--- config.mk ---
export PLATFORM = sky130hd
export DESIGN_NAME = dpoll_ctrl
export DESIGN_NICKNAME = d
export VERILOG_FILES = /design/src/rtl/dpoll_pkg.sv /design/src/rtl/dpoll_mode_reg.sv /design/src/rtl/dpoll_fetch_eng.sv /design/src/rtl/dpoll_ctrl.sv
export SDC_FILE = /design/constraint.sdc
export NUM_CORES = 1
export LEC_CHECK = 0
export ABC_AREA = 0
export BUFFER_PORTS_ARGS = -buffer_cell sky130_fd_sc_hd__buf_2
export CAP_MARGIN = 20
export CORE_UTILIZATION = 35
export DETAILED_ROUTE_END_ITERATION = 16
export PLACE_DENSITY = 0.66
export SETUP_SLACK_MARGIN = 0.05
export SLEW_MARGIN = 40
export SYNTH_ARGS = -nofsm -noshare
export SYNTH_HDL_FRONTEND = slang
export SYNTH_HIERARCHICAL = 1
export SYNTH_SLANG_ARGS = --single-unit
--- constraint.sdc ---
create_clock -name clk -period 1.4 [get_ports clk]
set_input_delay 0.28 -clock clk [delete_from_list [all_inputs] [get_ports clk]]
set_output_delay 0.28 -clock clk [all_outputs]
set_load 0.1 [all_outputs]
--- src/rtl/dpoll_pkg.sv ---
package dpoll_pkg;
  // mode register bit positions (software decodes them)
  localparam int CfgPenBit   = 0;
  localparam int CfgFixLo    = 1;
  localparam int CfgFixHi    = 2;
  localparam int CfgRxNegBit = 3;
  localparam logic [1:0] CfgFixVal = 2'b11;

  typedef enum logic [1:0] {
    FS_IDLE = 2'd0,
    FS_REQ  = 2'd1,
    FS_WAIT = 2'd2
  } fetch_st_e;
endpackage

--- src/rtl/dpoll_mode_reg.sv ---
module dpoll_mode_reg
  import dpoll_pkg::*;
#(
  parameter int CFG_W = 8
) (
  input  logic             clk,
  input  logic             rst_n,
  input  logic             wr_en,
  input  logic [CFG_W-1:0] wr_data,
  input  logic             auto_clr,
  output logic             poll_en,
  output logic             rx_neg,
  output logic [CFG_W-1:0] rd_data
);
  logic pen_q, neg_q;
  logic set_pen;
  logic cfg_unused;

  assign set_pen    = wr_en & wr_data[CfgPenBit];
  assign cfg_unused = ^wr_data;

  always_ff @(posedge clk) begin
    if (!rst_n) begin
      pen_q <= 1'b0;
      neg_q <= 1'b0;
    end else begin
      if (wr_en) begin
        pen_q <= wr_data[CfgPenBit];
        neg_q <= wr_data[CfgRxNegBit];
      end
      // a software set outranks the hardware clear
      if (auto_clr && !set_pen) pen_q <= 1'b0;
    end
  end

  always_comb begin
    rd_data = '0;
    rd_data[CfgPenBit]          = pen_q;
    rd_data[CfgFixHi:CfgFixLo]  = CfgFixVal;
    rd_data[CfgRxNegBit]        = neg_q;
  end

  assign poll_en = pen_q;
  assign rx_neg  = neg_q;


  set_wins_chk: assert property (@(posedge clk) disable iff (!rst_n)
    (wr_en && wr_data[CfgPenBit]) |=> poll_en);


  auto_clear_chk: assert property (@(posedge clk) disable iff (!rst_n)
    (auto_clr && !(wr_en && wr_data[CfgPenBit])) |=> !poll_en);
endmodule

--- src/rtl/dpoll_fetch_eng.sv ---
module dpoll_fetch_eng
  import dpoll_pkg::*;
#(
  parameter int DEPTH = 4,
  parameter int IW    = (DEPTH > 1) ? $clog2(DEPTH) : 1
) (
  input  logic          clk,
  input  logic          rst_n,
  input  logic          enable,
  input  logic          hit_level,
  output logic          req_valid,
  input  logic          req_ready,
  output logic [IW-1:0] req_idx,
  input  logic          rsp_valid,
  input  logic          rsp_bit,
  output logic          done,
  output logic          hit
);
  localparam logic [IW-1:0] LastIdx = IW'(DEPTH - 1);

  fetch_st_e     state_q;
  logic [IW-1:0] idx_q;

  assign done      = (state_q == FS_WAIT) && rsp_valid;
  assign hit       = done && (rsp_bit == hit_level);
  assign req_valid = (state_q == FS_REQ);
  assign req_idx   = idx_q;

  always_ff @(posedge clk) begin
    if (!rst_n) begin
      state_q <= FS_IDLE;
      idx_q   <= '0;
    end else begin
      unique case (state_q)
        FS_IDLE: if (enable) state_q <= FS_REQ;
        FS_REQ:  if (req_ready) state_q <= FS_WAIT;
        FS_WAIT: if (rsp_valid) begin
          state_q <= FS_IDLE;
          if (rsp_bit == hit_level)
            idx_q <= (idx_q == LastIdx) ? '0 : idx_q + 1'b1;
        end
        default: state_q <= FS_IDLE;
      endcase
    end
  end


  req_hold_chk: assert property (@(posedge clk) disable iff (!rst_n)
    (req_valid && !req_ready) |=> (req_valid && $stable(req_idx)));


  one_outstanding_chk: assert property (@(posedge clk) disable iff (!rst_n)
    (req_valid && req_ready) |=> !req_valid);


  stray_rsp_chk: assert property (@(posedge clk) disable iff (!rst_n)
    (state_q != FS_WAIT && rsp_valid) |=> $stable(req_idx));
endmodule

--- src/rtl/dpoll_ctrl.sv ---
module dpoll_ctrl
  import dpoll_pkg::*;
#(
  parameter int  CFG_W    = 8,
  parameter int  TX_DEPTH = 4,
  parameter int  RX_DEPTH = 4,
  localparam int TX_IW    = (TX_DEPTH > 1) ? $clog2(TX_DEPTH) : 1,
  localparam int RX_IW    = (RX_DEPTH > 1) ? $clog2(RX_DEPTH) : 1
) (
  input  logic             clk,
  input  logic             rst_n,
  input  logic             cfg_we,
  input  logic [CFG_W-1:0] cfg_wdata,
  output logic [CFG_W-1:0] cfg_rdata,
  output logic             tx_req_valid,
  input  logic             tx_req_ready,
  output logic [TX_IW-1:0] tx_req_idx,
  input  logic             tx_rsp_valid,
  input  logic             tx_rsp_bit,
  output logic             tx_hit,
  output logic             rx_req_valid,
  input  logic             rx_req_ready,
  output logic [RX_IW-1:0] rx_req_idx,
  input  logic             rx_rsp_valid,
  input  logic             rx_rsp_bit,
  output logic             rx_hit
);
  logic poll_en, rx_neg;
  logic tx_done, tx_live, rx_done;
  logic tx_clr, rx_go;

  // a finished transmit fetch that did not find a ready descriptor
  assign tx_clr = tx_done & ~tx_live;
  // receive polling: enable bit, or forced by the active-low polarity
  assign rx_go  = poll_en | rx_neg;
  assign tx_hit = tx_live;

  dpoll_mode_reg #(.CFG_W(CFG_W)) u_mode (
    .clk      (clk),
    .rst_n    (rst_n),
    .wr_en    (cfg_we),
    .wr_data  (cfg_wdata),
    .auto_clr (tx_clr),
    .poll_en  (poll_en),
    .rx_neg   (rx_neg),
    .rd_data  (cfg_rdata)
  );

  dpoll_fetch_eng #(.DEPTH(TX_DEPTH), .IW(TX_IW)) u_tx (
    .clk       (clk),
    .rst_n     (rst_n),
    .enable    (poll_en),
    .hit_level (1'b1),
    .req_valid (tx_req_valid),
    .req_ready (tx_req_ready),
    .req_idx   (tx_req_idx),
    .rsp_valid (tx_rsp_valid),
    .rsp_bit   (tx_rsp_bit),
    .done      (tx_done),
    .hit       (tx_live)
  );

  // not-empty level equals the polarity bit: pol 0 -> 0 holds data, pol 1 -> 1 holds data
  dpoll_fetch_eng #(.DEPTH(RX_DEPTH), .IW(RX_IW)) u_rx (
    .clk       (clk),
    .rst_n     (rst_n),
    .enable    (rx_go),
    .hit_level (rx_neg),
    .req_valid (rx_req_valid),
    .req_ready (rx_req_ready),
    .req_idx   (rx_req_idx),
    .rsp_valid (rx_rsp_valid),
    .rsp_bit   (rx_rsp_bit),
    .done      (rx_done),
    .hit       (rx_hit)
  );


  tx_gate_chk: assert property (@(posedge clk) disable iff (!rst_n)
    $rose(tx_req_valid) |-> $past(poll_en));


  rx_gate_chk: assert property (@(posedge clk) disable iff (!rst_n)
    $rose(rx_req_valid) |-> $past(poll_en || rx_neg));


  rx_hit_chk: assert property (@(posedge clk) disable iff (!rst_n)
    rx_hit |-> rx_done);
endmodule

**Word-level counts from Yosys, hierarchy flattened**

Cells that the tools add are included.

- Logic and storage cells: 49
- Output and inout bits: 16
- Bits in registers: 10

- Muxes and demuxes: 10
- Equality and inequality tests: 13
- Reductions and logical operators: 13
- Bitwise gates (word level): 5
- $add $sub $neg: 2

Operator list:

| cell | count |
|---|---|
| two-way mux 2 bit | 8 |
| case mux 2 bit (3 select lines) | 2 |
| AND reduction 3 bit | 4 |
| equality test 2 bit (second input constant) | 4 |
| inequality test 2 bit (second input constant) | 4 |
| logical AND 1 bit | 5 |
| adder 2 x 1 -> 2 bit (second input constant) | 2 |
| equality test 2 x 1 -> 1 bit (second input constant) | 2 |
| logical NOT 2 bit | 2 |
| inequality test 2 x 1 -> 1 bit (second input constant) | 2 |
| AND 1 bit | 2 |
| NOT 1 bit | 2 |
| OR reduction 2 bit | 1 |
| equality test 1 bit | 1 |
| logical NOT 1 bit | 1 |
| OR 1 bit | 1 |

**Longest topological paths before layout**

Gate-level depths: netlist of run 1.

- Word-level depth: 7
- Gate-level depth with buffers: 6
- Gate-level depth less buffers: 5

**Hierarchy**

The synthesis of run 1 kept the hierarchy.

By module, submodules not included:

| module | instances | cells each | area each (um^2) | sequential area each (um^2) |
|---|---|---|---|---|
| dpoll_fetch_eng | 2 | 23 | 214.0 | 80.1 |
| dpoll_mode_reg | 1 | 16 | 142.6 | 40.0 |
| dpoll_ctrl | 1 | 3 | 16.3 | 0.0 |

**Worst setup path after synthesis of run 1**

Ideal clock, no wire load.

- Kind: reg-to-reg
- Start: register u_rx.state_q[0]
- End: register u_rx.state_q[1]
- Setup time: 69 ps
- Path buffers: 0
- Cell stages (with the launch flop): 4
- Required time: 1331 ps
- Data arrival time: 2135 ps
- Setup slack: -804 ps
- Path through: dfxtp_1 > nor2b_1 > a22oi_1 > nor2b_1

- Longest elaborated chain between the ends: 3
- Elaborated cells on any way between the ends: 8

RTL lines:

| item | RTL line | RTL |
|---|---|---|
| start, declared | dpoll_fetch_eng.sv:21 | `fetch_st_e state_q;` |
| start signal, assigned | dpoll_fetch_eng.sv:31 | `state_q <= FS_IDLE;` |
| start signal, assigned | dpoll_fetch_eng.sv:35 | `FS_IDLE: if (enable) state_q <= FS_REQ;` |
| start signal, assigned | dpoll_fetch_eng.sv:36 | `FS_REQ: if (req_ready) state_q <= FS_WAIT;` |
| equality test 2 x 1 -> 1 bit (*) | - |  |
| net rx_req_valid | dpoll_ctrl.sv:21 | `output logic rx_req_valid,` |
| inequality test 2 x 1 -> 1 bit (no line) | - |  |
| AND reduction 3 bit (no line) | - |  |

The timed path passes the listed nets; every way through them passes the cells marked *.
A chain may end at the register's enable or synchronous reset.

**Worst setup path in the final report of run 1**

- Start: register u_rx.state_q[0]
- End: output port rx_hit

- Longest elaborated chain between the ends: 3

RTL lines:

| item | RTL line | RTL |
|---|---|---|
| equality test 2 bit | dpoll_fetch_eng.sv:24 | `assign done = (state_q == FS_WAIT) && rsp_valid;` |
| logical AND 1 bit | dpoll_fetch_eng.sv:24 |  |
| net rx_done | dpoll_ctrl.sv:29 | `logic tx_done, tx_live, rx_done;` |
| logical AND 1 bit | dpoll_fetch_eng.sv:25 | `assign hit = done && (rsp_bit == hit_level);` |
| end, declared | dpoll_ctrl.sv:26 | `output logic rx_hit` |

The timed path passes the listed nets, and every way through them passes these cells.

==> key figures, run 1 <==
Cells and area
  – Net count reported at finish: 113
  – Ant diodes: 0
  – Multi-input gate area: 327 µm²
  – Number of fill cells: 135
  – Register area: approximately 220 µm²
  – Layout cell share with drive strength beyond 1: 49.5%
  – Area Overhead vs Synth: 51.2%
  – Final cell count without fillers: around 110
  – Finished Cell Area: 887 µm²

Synthesis
  – Cells after synthesis: 65
  – Synth Cell Area: ~600 µm²
  – Part of the Yosys area used for sequential elements: approximately a third
  – Synthesis-stage register bit count: 10
  – Synth warnings: 6
  – Post-synth cell types: 18
  – Ranking of synthesized cells by area: dfxtp_1 34%, mux2i_1 12%, buf_4 10%, nor2b_1 6.4%, nand2_1 5.1%
  – Avg Synthesized Cell Area: 9.03 µm²
  – Top cell type's share of synthesized area: 34.1%
  – Post-synth top area cell: dfxtp_1

Outcome
  – Status: complete, no violations

Clock network
  – CTS Hold Bufs: 0
  – CTS Root Cell: clkbuf_4
  – CTS tree: done
  – Clock buffer depth: 2
  – Clock-pin slew on the worst setup and hold paths: 0.06 ns
  – Total CTS buffers: 3
  – Clock Latency Late Sink: 0.27 ns
  – H-tree Lvls: 1
  – # clock sinks: 10

Timing
  – Post-route setup slack: 0.000652 ns
  – Clock skew: 0.00317 ns
  – Minimum clock period: 1.40 ns
  – Final Hold Vio Count: 0
  – RSZ-0062 raised after global routing: true
  – Setup TNS: 0 ns
  – Final Cycle Share: 100%
  – Fmax: 715 MHz
  – Final setup fails: 0
  – Fin. max-slew vios: 0

Floorplanning
  – Core area: roughly 1500 µm²
  – Initial core utilization: between 30% and 40%
  – Vert. Die Dim: 42.9 µm
  – Die X: 42.9 µm
  – Ports: 33
  – Die area: 1840 µm²
  – Rows: 14

Setup path
  – Startpoint type of the worst setup path: register
  – CP Capture Type: output port
  – Flop-to-flop setup slack: 0.13 ns
  – CP Max Fanout: 3
  – Critical path class: reg2out
  – Arr. time, crit path: 1.12 ns
  – Worst path required time: 1.12 ns

Detailed routing
  – Wirelength per Cell: 10.2 µm
  – M1 WL: 456 µm
  – Post-route antenna net violation count: 0
  – Via-to-Cell Ratio: 4.69
  – Drt first-iter violations: 3
  – Pre-antenna DRT Iters: 4
  – Via Count: about 510
  – Max Used Layer: met4
  – Met3 WL: 86 µm
  – DRT Wirelength: 1.11 mm
  – DRC: 0
  – Wire length on met2: 540 µm

Place
  – Inst Count DP: 96
  – Number of port buffers: 20
  – Setup WS pre-CTS: about 0.14 ns
  – Placed cell area: 757 µm²
  – Global placement routability congestion: 0.762

Global route
  – Pin count of the biggest net entering global routing: 16
  – Overflow after GRT: 0
  – Vias in the first global route: 414
  – Initial antenna violation count: 0
  – Overall routing resource usage: 13.0%
  – First-pass GRT wire length: 1.73 mm

Power and ir drop
  – P_leak: around 0.42 nW
  – Worst VDD drop: between 0.7 and 0.8 mV
  – Power per cell area: between 900 and 1000 nW/µm²

Run
  – Max Cap Violations: 0

Hold path
  – Worst Hold Class: in2reg
[state kept, by name (all words and copies together) (netlist names)]
name,cells
u_rx/req_idx,2
u_rx/state_q,2
u_tx/req_idx,2
u_tx/state_q,2
u_mode/poll_en,1
u_mode/rx_neg,1
[layer usage]
layer  global-route usage, %  up-vias
met1                    13.0      236
met5                       0        -
met2                    21.8       19
li1                        -      251
met4                    7.27        0
met3                    6.38        5
[timing repair]
item	in CTS	in global routing
buffers inserted	7	2
resized for setup	6	5
endpoints found under the setup margin	2	7
[per-stage QoR]
stage	hold slack (ns)	utilization [%]	total power, W
4_1_cts	0.237	55.5	0.000814
6_report	0.237	57.5	0.000818
3_5_place_dp	0.465	49.1	0.000550
5_1_grt	0.241	57.5	0.000856
2_1_floorplan	0.408	-	0.000503
3_3_place_gp	0.452	49.1	0.000548
[logic make-up (layout without fill, tap and decap cells)]
kind of cell	count (synthesis)	count (layout)	synth area share [%]
compound gates	3	3	4.05
xor+xnor	2	2	2.99
fa+ha+maj	2	2	4.26
buf+inv	12	36	15.4
flops	10	10	34.1
mux	7	7	11.9
other cells	3	7	1.92
simple gates	26	26	25.4
[worst max-delay path, stage by stage, from the launching register on]
cell and delay, ns:
dfxtp_2 0.33, and3b_1 0.20, and2_4 0.15, buf_12 0.17
[final timing paths]
check | startpoint | to | cells past startpoint
min reg2reg | u_tx/req_idx[1] | u_tx/req_idx[1] | 2
max reg2reg | u_tx/state_q[0] | u_mode/poll_en | 6
max | u_rx/state_q[0] | rx_hit | 3
min | cfg_wdata[0] | u_mode/poll_en | 2
[power breakdown]
part | internal, W | switching [W] | leakage [nW]
clock | 0.000158 | 0.0000958 | 0.0210
combinational | 0.0000872 | 0.000175 | 0.317
sequential | 0.000293 | 0.00000870 | 0.0858
total | 0.000538 | 0.000280 | 0.424
[synthesized netlist by cell type]
cell / number
dfxtp_1: 10
buf_4: 8
nand2_1: 8
mux2i_1: 7
nor2b_1: 6
nor2_1: 4
conb_1: 3
a22oi_1: 2
and2_4: 2
and3b_1: 2
buf_6: 2
ha_1: 2
inv_1: 2
nor3b_1: 2
xnor2_1: 2
a31o_1: 1
nor4bb_1: 1
or2_1: 1
[layout by cell type, fill, tap and decap left out]
cell type,count
buf_12,6
and2_4,2
clkbuf_8,1
a31o_1,1
nor2b_1,4
a22oi_1,2
ha_1,2
nor3b_1,2
dfxtp_2,6
nor2b_4,2
inv_1,2
dfxtp_4,2
or2_1,1
nor4bb_1,1
conb_1,7
buf_6,3
buf_4,7
nor2_1,4
nand2_1,8
mux2i_1,7
buf_2,12
dfxtp_1,2
xnor2_1,2
clkbuf_4,5
and3b_1,2
[area by class of cell]
type                       count  area share (%)
timing repair buffer          30            31.7
tap                           16            2.26
multi-input combinational     47            36.8
clock buffer                   4            4.09
sequential                    10            24.3
inverter                       2           0.846
Note: power is estimated with default switching activity, not from simulation.
==> inputs of run 2 (changes only) <==
--- a/config.mk
+++ b/config.mk
@@ -10,7 +10,7 @@
 export CAP_MARGIN = 20
 export CORE_UTILIZATION = 35
 export DETAILED_ROUTE_END_ITERATION = 16
-export PLACE_DENSITY = 0.66
+export PLACE_DENSITY = 0.68
 export SETUP_SLACK_MARGIN = 0.05
 export SLEW_MARGIN = 40
 export SYNTH_ARGS = -nofsm -noshare
==> constraint.sdc (replaced) <==
create_clock -name clk -period 1.2 [get_ports clk]
set_input_delay 0.24 -clock clk [delete_from_list [all_inputs] [get_ports clk]]
set_output_delay 0.24 -clock clk [all_outputs]
set_load 0.1 [all_outputs]
==> key figures, run 2 (synthesis results as in run 1) <==
Outcome
  – Status: finished, violations left
  – Violated checks: setup timing

Detailed routing
  – Via Count: 503
  – Drt first-iter violations: 5
  – Post-route antenna net violation count: 0
  – DRT Wirelength: roughly 1.1 mm
  – DRC: 0
  – Wirelength per Cell: around 10 µm
  – Via-to-Cell Ratio: 4.49
  – Pre-antenna DRT Iters: 4

Floorplanning
  – Die area: about 1800 µm²
  – Rows: 14
  – Initial core utilization: a little under two fifths
  – Ports: 33
  – Core area: roughly 1500 µm²
  – Die X: 42.9 µm
  – Vert. Die Dim: 42.9 µm

Hold path
  – Hold_sp: cfg_wdata[0]
  – Worst Hold Class: in2reg
  – Worst Hold Path EP: u_mode/poll_en
  – Worst hold stages: 2

Setup path
  – R2r endpoint: u_mode/poll_en
  – Arr. time, crit path: 1.12 ns
  – Startpoint type of the worst setup path: register
  – CP Capture Type: output port
  – Flop-to-flop setup slack: -0.06 ns
  – Start of the worst register-to-register path: u_tx/state_q[0]
  – Critical path class: reg2out
  – Critical path launch point: u_rx/state_q[0]
  – Reg2Reg Depth: 6
  – Worst path required time: 0.96 ns
  – CP Max Fanout: 3

Timing
  – Minimum clock period: 1.36 ns
  – Post-route setup slack: -0.162 ns
  – Clock skew: 0.00445 ns
  – Final Hold Vio Count: 0
  – RSZ-0062 raised after global routing: true
  – Final setup fails: 5
  – Fmax: 734 MHz
  – Final Cycle Share: 113%
  – Setup TNS: -0.538 ns
  – Fin. max-slew vios: 0

Power and ir drop
  – Logic pwr share: 33.1%
  – Total Power: between 0.0009 and 0.001 W
  – Net Switching: around 0.00033 W
  – Clock share of power: 30.9%
  – Sw frac: 34.3%
  – Worst VDD drop: 0.768 mV
  – Part of the power in registers: 36.0%
  – Power per cell area: 991 nW/µm²
  – Internal: 0.000635 W
  – P_leak: 0.455 nW

Cells and area
  – Ant diodes: 0
  – Commonest cells after routing, fill and taps aside: 11 x buf_4, 10 x buf_2, 10 x buf_12, 8 x nand2_1
  – Net count reported at finish: 116
  – Multi-input gate area: 334 µm²
  – Register area: 221 µm²
  – Layout cell share with drive strength beyond 1: 53.1%
  – Number of fill cells: 124
  – Area Overhead vs Synth: 66.1%
  – Commonest non-fill, non-tap cell in the layout: buf_4

Clock network
  – CTS tree: done
  – CTS Root Cell: clkbuf_4
  – Clock buffer depth: 2
  – H-tree Lvls: 1
  – Clock Latency Late Sink: 0.26 ns
  – Total CTS buffers: 3
  – Clock-pin slew on the worst setup and hold paths: 0.07 ns
  – # clock sinks: 10
  – CTS Hold Bufs: 0

Global route
  – Vias in the first global route: around 430
  – Overall routing resource usage: between 10% and 20%
  – Initial antenna violation count: 0
  – Pin count of the biggest net entering global routing: 9
  – First-pass GRT wire length: 1.79 mm
  – Overflow after GRT: 0

Run
  – Max Cap Violations: 0

Place
  – Global placement routability congestion: 0.743
  – Hpwl dp: 834 µm
  – Number of port buffers: 20
  – Setup WS pre-CTS: 0.0390 ns
run 2: worst max-delay path, cell delays in order, from the launching register on:
cell and delay (ns):
dfxtp_2 0.34, and3b_1 0.20, and2_4 0.15, buf_12 0.17
run 2: layout make-up:
type,count,share of cell area [%]
clock buffers,4,3.72
repair buffers,33,36.5
flip-flops and latches,10,22.7
well taps,16,2.05
inverters,2,0.770
multi-input cells,47,34.3
run 2: repair_timing:
action / 4_1_cts / 5_1_grt
resized for setup: 5 / 1
pin swaps: 1 / 0
setup endpoints to repair: 7 / 8
buffers inserted: 5 / 2
gates cloned: 0 / 0
run 2: through the flow:
stage | std cells | hold slack, ns | cell area (µm²) | util, %
CTS | 110 | 0.186 | 952 | 61.8
global route | 112 | 0.178 | 975 | 63.2
detailed placement | 101 | 0.471 | 867 | 56.3
global placement | 101 | 0.466 | 867 | 56.3
finish | 112 | 0.197 | 975 | 63.2
floorplan | 69 | 0.368 | 647 | -
run 2: power by group through the flow:
stage / Clock, W / Sequential, W / Combinational, W
6_report: 0.000298 / 0.000348 / 0.000320
5_1_grt: 0.000338 / 0.000350 / 0.000333
3_3_place_gp: 0 / 0.000353 / 0.000290
4_1_cts: 0.000316 / 0.000347 / 0.000310
3_5_place_dp: 0 / 0.000354 / 0.000292
2_1_floorplan: 0 / 0.000360 / 0.000220
run 2: routing by layer:
metal / vias to the layer above / share of wire (%) / global-route usage, %
met5: - / 0 / 0
met4: 0 / 0 / 5.45
met3: 0 / 8.1 / 6.81
met2: 22 / 48 / 21.8
met1: 223 / 43 / 15.4
li1: 258 / - / -
run 2: worst max-delay path by stage:
stage	to	slack, ns	cells after the start
2_1_floorplan	u_mode/poll_en	-0.10	6
3_3_place_gp	u_mode/poll_en	0.04	6
3_5_place_dp	u_mode/poll_en	0.04	5
4_1_cts	tx_hit	-0.17	3
5_1_grt	tx_hit	-0.21	3
6_report	rx_hit	-0.16	3
